$ cat src/rtl/sec_rtc_pkg.sv
package sec_rtc_pkg;

  // byte offsets of the register window
  localparam int OFF_COUNT  = 'h00;
  localparam int OFF_MATCH  = 'h04;
  localparam int OFF_LOAD   = 'h08;
  localparam int OFF_CTRL   = 'h0C;
  localparam int OFF_MASK   = 'h10;
  localparam int OFF_RAW    = 'h14;
  localparam int OFF_MASKED = 'h18;
  localparam int OFF_CLEAR  = 'h1C;

  typedef enum logic [3:0] {
    SEL_NONE,
    SEL_COUNT,
    SEL_MATCH,
    SEL_LOAD,
    SEL_CTRL,
    SEL_MASK,
    SEL_RAW,
    SEL_MASKED,
    SEL_CLEAR,
    SEL_ID
  } reg_sel_e;

  // identification byte for word slot idx of the top 32 bytes
  function automatic logic [7:0] id_byte(input logic [2:0] idx);
    case (idx)
      3'd0:    id_byte = 8'h31;
      3'd1:    id_byte = 8'h10;
      3'd2:    id_byte = 8'h14;
      3'd3:    id_byte = 8'h00;
      3'd4:    id_byte = 8'h0D;
      3'd5:    id_byte = 8'hF0;
      3'd6:    id_byte = 8'h05;
      default: id_byte = 8'hB1;
    endcase
  endfunction

endpackage

$ cat src/rtl/sec_rtc_counter.sv
module sec_rtc_counter #(
  parameter int CNT_W = 32
) (
  input  logic             clk,
  input  logic             rst,
  input  logic             tick,
  input  logic             ld_en,
  input  logic [CNT_W-1:0] ld_val,
  output logic [CNT_W-1:0] cnt_q,
  output logic [CNT_W-1:0] cnt_nxt
);

  // load wins over the tick; the increment wraps naturally
  always_comb begin
    if (ld_en)      cnt_nxt = ld_val;
    else if (tick)  cnt_nxt = cnt_q + CNT_W'(1);
    else            cnt_nxt = cnt_q;
  end

  always_ff @(posedge clk) begin
    if (rst) cnt_q <= '0;
    else     cnt_q <= cnt_nxt;
  end

endmodule

$ cat src/rtl/sec_rtc_alarm.sv
module sec_rtc_alarm #(
  parameter int CNT_W = 32
) (
  input  logic             clk,
  input  logic             rst,
  input  logic             cnt_event,
  input  logic [CNT_W-1:0] cnt_nxt,
  input  logic             match_wr,
  input  logic             mask_wr,
  input  logic             clear_wr,
  input  logic [CNT_W-1:0] wdata,
  output logic [CNT_W-1:0] match_q,
  output logic             raw_q,
  output logic             mask_q,
  output logic             irq
);

  logic [CNT_W-1:0] match_nxt;
  logic             hit;
  logic             raw_d;

  assign match_nxt = match_wr ? wdata : match_q;
  // compare against the values that will hold after this edge
  assign hit       = (cnt_event || match_wr) && (cnt_nxt == match_nxt);

  always_comb begin
    raw_d = raw_q;
    if (clear_wr && wdata[0]) raw_d = 1'b0;
    if (hit)                  raw_d = 1'b1;
  end

  always_ff @(posedge clk) begin
    if (rst) begin
      match_q <= '0;
      raw_q   <= 1'b0;
      mask_q  <= 1'b0;
    end else begin
      match_q <= match_nxt;
      raw_q   <= raw_d;
      if (mask_wr) mask_q <= wdata[0];
    end
  end

  assign irq = raw_q & mask_q;

endmodule

$ cat src/rtl/sec_rtc_rdmux.sv
module sec_rtc_rdmux
  import sec_rtc_pkg::*;
#(
  parameter int DATA_W = 32
) (
  input  logic              clk,
  input  logic              rst,
  input  logic              rd_en,
  input  reg_sel_e          sel,
  input  logic [2:0]        id_idx,
  input  logic [DATA_W-1:0] cnt_q,
  input  logic [DATA_W-1:0] match_q,
  input  logic [DATA_W-1:0] load_q,
  input  logic              mask_q,
  input  logic              raw_q,
  output logic [DATA_W-1:0] rdata
);

  logic [DATA_W-1:0] rd_mux;

  always_comb begin
    rd_mux = '0;
    case (sel)
      SEL_COUNT:  rd_mux = cnt_q;
      SEL_MATCH:  rd_mux = match_q;
      SEL_LOAD:   rd_mux = load_q;
      SEL_CTRL:   rd_mux = DATA_W'(1);
      SEL_MASK:   rd_mux = DATA_W'(mask_q);
      SEL_RAW:    rd_mux = DATA_W'(raw_q);
      SEL_MASKED: rd_mux = DATA_W'(raw_q & mask_q);
      SEL_ID:     rd_mux = DATA_W'(id_byte(id_idx));
      default:    rd_mux = '0;
    endcase
  end

  always_ff @(posedge clk) begin
    if (rst)        rdata <= '0;
    else if (rd_en) rdata <= rd_mux;
  end

endmodule

$ cat src/rtl/sec_rtc.sv
module sec_rtc
  import sec_rtc_pkg::*;
#(
  parameter int DATA_W = 32,
  parameter int ADDR_W = 12
) (
  input  logic              clk,
  input  logic              rst,
  input  logic              tick_1hz,
  input  logic              wr_en,
  input  logic              rd_en,
  input  logic [ADDR_W-1:0] addr,
  input  logic [DATA_W-1:0] wdata,
  output logic [DATA_W-1:0] rdata,
  output logic              irq
);

  localparam int WORD_W = ADDR_W - 2;

  logic [WORD_W-1:0] word;
  logic              in_id;
  reg_sel_e          sel;
  logic              unused_lsb;

  logic [DATA_W-1:0] cnt_q;
  logic [DATA_W-1:0] cnt_nxt;
  logic [DATA_W-1:0] match_q;
  logic [DATA_W-1:0] load_q;
  logic              raw_q;
  logic              mask_q;

  logic load_wr, match_wr, mask_wr, clear_wr;

  assign word       = addr[ADDR_W-1:2];
  assign unused_lsb = ^addr[1:0];
  // top 32 bytes of the window hold the identification words
  assign in_id      = &addr[ADDR_W-1:5];

  always_comb begin
    sel = SEL_NONE;
    if (in_id) begin
      sel = SEL_ID;
    end else begin
      case (word)
        WORD_W'(OFF_COUNT  >> 2): sel = SEL_COUNT;
        WORD_W'(OFF_MATCH  >> 2): sel = SEL_MATCH;
        WORD_W'(OFF_LOAD   >> 2): sel = SEL_LOAD;
        WORD_W'(OFF_CTRL   >> 2): sel = SEL_CTRL;
        WORD_W'(OFF_MASK   >> 2): sel = SEL_MASK;
        WORD_W'(OFF_RAW    >> 2): sel = SEL_RAW;
        WORD_W'(OFF_MASKED >> 2): sel = SEL_MASKED;
        WORD_W'(OFF_CLEAR  >> 2): sel = SEL_CLEAR;
        default:                  sel = SEL_NONE;
      endcase
    end
  end

  assign load_wr  = wr_en && (sel == SEL_LOAD);
  assign match_wr = wr_en && (sel == SEL_MATCH);
  assign mask_wr  = wr_en && (sel == SEL_MASK);
  assign clear_wr = wr_en && (sel == SEL_CLEAR);

  always_ff @(posedge clk) begin
    if (rst)          load_q <= '0;
    else if (load_wr) load_q <= wdata;
  end

  sec_rtc_counter #(.CNT_W(DATA_W)) u_counter (
    .clk     (clk),
    .rst     (rst),
    .tick    (tick_1hz),
    .ld_en   (load_wr),
    .ld_val  (wdata),
    .cnt_q   (cnt_q),
    .cnt_nxt (cnt_nxt)
  );

  sec_rtc_alarm #(.CNT_W(DATA_W)) u_alarm (
    .clk       (clk),
    .rst       (rst),
    .cnt_event (tick_1hz || load_wr),
    .cnt_nxt   (cnt_nxt),
    .match_wr  (match_wr),
    .mask_wr   (mask_wr),
    .clear_wr  (clear_wr),
    .wdata     (wdata),
    .match_q   (match_q),
    .raw_q     (raw_q),
    .mask_q    (mask_q),
    .irq       (irq)
  );

  sec_rtc_rdmux #(.DATA_W(DATA_W)) u_rdmux (
    .clk     (clk),
    .rst     (rst),
    .rd_en   (rd_en),
    .sel     (sel),
    .id_idx  (addr[4:2]),
    .cnt_q   (cnt_q),
    .match_q (match_q),
    .load_q  (load_q),
    .mask_q  (mask_q),
    .raw_q   (raw_q),
    .rdata   (rdata)
  );

endmodule

$ cat config.mk
export PLATFORM = sky130hd
export DESIGN_NAME = sec_rtc
export DESIGN_NICKNAME = d
export VERILOG_FILES = /design/src/rtl/sec_rtc_pkg.sv /design/src/rtl/sec_rtc_counter.sv /design/src/rtl/sec_rtc_alarm.sv /design/src/rtl/sec_rtc_rdmux.sv /design/src/rtl/sec_rtc.sv
export SDC_FILE = /design/constraint.sdc
export NUM_CORES = 1
export LEC_CHECK = 0
export BUFFER_PORTS_ARGS = -buffer_cell sky130_fd_sc_hd__buf_2
export CORE_AREA = 2 2 134 136
export CTS_CLUSTER_DIAMETER = 150
export DETAILED_ROUTE_END_ITERATION = 16
export DIE_AREA = 0 0 136 138
export PLACE_DENSITY = 0.6
export REMOVE_ABC_BUFFERS = 1
export SYNTH_ARGS = -nofsm -noshare
export SYNTH_HDL_FRONTEND = slang
export SYNTH_SLANG_ARGS = --single-unit
$ cat constraint.sdc
create_clock -name clk -period 3.6 [get_ports clk]
set_input_delay 0 -clock clk [delete_from_list [all_inputs] [get_ports clk]]
set_output_delay 0 -clock clk [all_outputs]
set_load 0.02 [all_outputs]
==> flow_summary.json <==
{
  "nFillCells": 1755,
  "start_util_pct": 43.5,
  "grtUsageMet2_pct": 38.3,
  "finalCriticalPeriod_ps": 3420,
  "grt_pass1_vias": 6630,
  "cts_max_level": 4,
  "synth_area_sq_um": 7630,
  "ir_drop_v": 0.000329,
  "cts_setup_buffers": 0,
  "placed_cells": 1255,
  "r2r-start": "u_counter.cnt_q[1]",
  "n_antenna_cell": 0,
  "start_kind": "flop",
  "netlist_top_cells_count": "nand2_1 (152), a21oi_1 (140), dfxtp_1 (130)",
  "whs_endpoint": "u_alarm.raw_q",
  "place.gp.congestion": 0.976,
  "syn_area_per_cell_sq_um": 7.67,
  "cp.arrival_ps": 3760,
  "crit_chain": "ha_1 > nand4_4 > or3_4 > nor4_2 > xnor2_1 > o2bb2ai_1 > a222oi_1 > o211ai_2 > or4_1 > o31ai_1",
  "drv_cap": 0,
  "cts_buffers": 17,
  "fmax_ghz": 0.293,
  "die_x_um": 136,
  "dieHeight_um": 138,
  "rrSetupSlack_ps": 180,
  "worst_setup_path_end_kind": "flop",
  "cts-root-buf": "clkbuf_16",
  "die_area_sq_um": 18800,
  "wl_um": 23300,
  "grt_pass1_wl_um": 36600,
  "setup_tns_ps": 0,
  "rr_worst_depth": 10,
  "cp_max_fo": 9,
  "syn2layout_area_growth_pct": 19.5,
  "async_reset_ff_share_pct": 0,
  "synth_area_leader_cell": "dfxtp_1",
  "rows": 49,
  "ys_seq_area_share_pct": 34.1,
  "synth_area_leaders": "dfxtp_1 (34%), a21oi_1 (9.2%), nand2_1 (7.5%), nor2_1 (6.2%), xnor2_1 (4.8%)",
  "hpwl_um": 15900,
  "grt_max_degree": 94,
  "synthFlopType": "dfxtp_1",
  "track_usage_pct": 24.9,
  "hp-class": "primary input to flop",
  "grtUsageMet3_pct": 4.51,
  "dr.first_iter.drc_count": 513,
  "clock_latency_ps": 430,
  "via_per_inst": 5.49,
  "worstHoldStart": "wr_en",
  "period_share_pct": 94.9,
  "finClkSkew_ps": 6.61,
  "yosys_register_bits": 130,
  "busiest_layer": "met2",
  "min_path_cells": 4,
  "cp_slowest_cell": "or4_1",
  "syn_inst": 994,
  "coreArea_sq_um": 17500,
  "ys_warn_count": 0,
  "seqCellArea_sq_um": 2600,
  "clockBufferDepth": 2,
  "vias": 7240,
  "status": "completed",
  "path_class": "flop to flop",
  "crit_required_ps": 3940,
  "drive_gt1_share_pct": 16.1,
  "drc": 0,
  "ant_nets": 0,
  "r2r-end": "u_alarm.raw_q",
  "hold_viol_final": 0,
  "path_clk_slew_ps": 60,
  "drt-pass1-iter-count": 5,
  "synth_edf_count": 0,
  "power_density_nw_per_um2": 392,
  "dpl_cell_area_sq_um": 8180,
  "ys_types": 72,
  "clkSinkCount": 130,
  "final_area_sq_um": 9110,
  "yosysTopAreaCellShare_pct": 34.1,
  "leakagePower_nw": 3.34,
  "multiInputGateArea_sq_um": 4620,
  "gr-total-overflow": 0,
  "antenna_found_initial": 0,
  "setup_viol": 0,
  "nNetsFinal": 1133,
  "worst_pin_slew_ps": 759,
  "slew_viol_final": 0,
  "yosysMostFrequentCell": "nand2_1",
  "finalNonFillerCells": 1319,
  "cts_tree": "built",
  "io_pins": 82,
  "worst_path_largest_cell_delay_ps": 550,
  "io_buffers": 79,
  "post_drt_wl_per_cell_um": 17.6,
  "grtUsageMet1_pct": 34.8,
  "maxSlewHeadroom_pct": 49.4
}
[flip-flops by register name, summed over array words and instances, names as in the netlist]
register and flops:
u_counter.cnt_q 32, load_q 32, u_alarm.mask_q 1, u_alarm.match_q 32, u_rdmux.rdata 32, u_alarm.raw_q 1
[cells by family after synthesis]
kind of cell	after synthesis	share of synthesized area (%)
AOI/OAI and AO/OA	244	19.3
adders and majority gates	6	0.984
and+or+nand+nor	405	25.1
muxes	37	4.89
xor gates and xnor gates	84	10.0
DFF	130	34.1
buffers and inverters	88	5.61
[where the power goes]
| group | switching (W) | internal [W] |
|---|---|---|
| registers | 0.0000122 | 0.00146 |
| clock network | 0.000643 | 0.00112 |
| logic | 0.000201 | 0.000132 |
[timing repair]
item | in CTS | in global routing
endpoints found under the setup margin | 0 | 1
hold buffers | 33 | 0
resized for setup | 0 | 2
hold endpoints to repair | 98 | 0
[cells in the final DEF, fill, tap and decap left out, drive strengths merged, types with 8 or more instances in the layout]
cell type	n
nand4	26
nor3	18
mux2i	35
clkbuf	27
a21oi	140
xor2	40
nor4	10
nor2	126
and3	8
dlygate4sd3	33
inv	11
o21ai	20
dfxtp	130
or2	14
a211oi	42
nand3	19
xnor2	42
buf	109
nand2	153
[worst max-delay path, delay by kind of cell (launching register included)]
kind | cells | cell delay [ps]
xor gates and xnor gates | 1 | 230
DFF | 1 | 410
adders and majority gates | 1 | 250
AOI/OAI and AO/OA | 4 | 910
and+or+nand+nor | 4 | 1530
[through the flow]
stage	power [W]	setup WS [ps]	hold WS (ps)	util, %
finish	0.00357	184	33.2	52.0
global route	0.00368	-49.4	51.8	52.0
CTS	0.00359	133	34.0	51.9
detailed placement	0.00181	150	283	46.7
global placement	0.00181	231	272	46.7
floorplan	0.00164	-478	69.1	-
[area by class of cell]
| class | count | share of cell area (%) |
|---|---|---|
| Timing Repair Buffer | 142 | 10.6 |
| Inverter | 11 | 0.453 |
| Sequential cell | 130 | 28.6 |
| Tap cell | 229 | 3.14 |
| Clock inverter | 4 | 0.769 |
| Clock buffer | 27 | 5.74 |
| Multi-Input combinational cell | 776 | 50.7 |
[metal layers]
metal	share of wire, %	vias to the layer above	routed length [um]
met5	0	-	0
met4	2.3	0	529
met3	5.2	36	1210
met2	45	202	10500
met1	47	3349	11000
li1	-	3653	-
[how the worst max path moves through the flow]
stage | startpoint | to | slack, ps | cells past startpoint
detailed placement | u_counter.cnt_q[1] | u_alarm.raw_q | 150 | 10
floorplan | addr[2] | u_rdmux.rdata[3] | -480 | 6
global route | u_counter.cnt_q[1] | u_alarm.raw_q | -50 | 10
global placement | u_counter.cnt_q[1] | u_alarm.raw_q | 230 | 10
finish | u_counter.cnt_q[1] | u_alarm.raw_q | 180 | 10
CTS | u_counter.cnt_q[1] | u_alarm.raw_q | 130 | 10
Power figures use the tool's default switching activity.
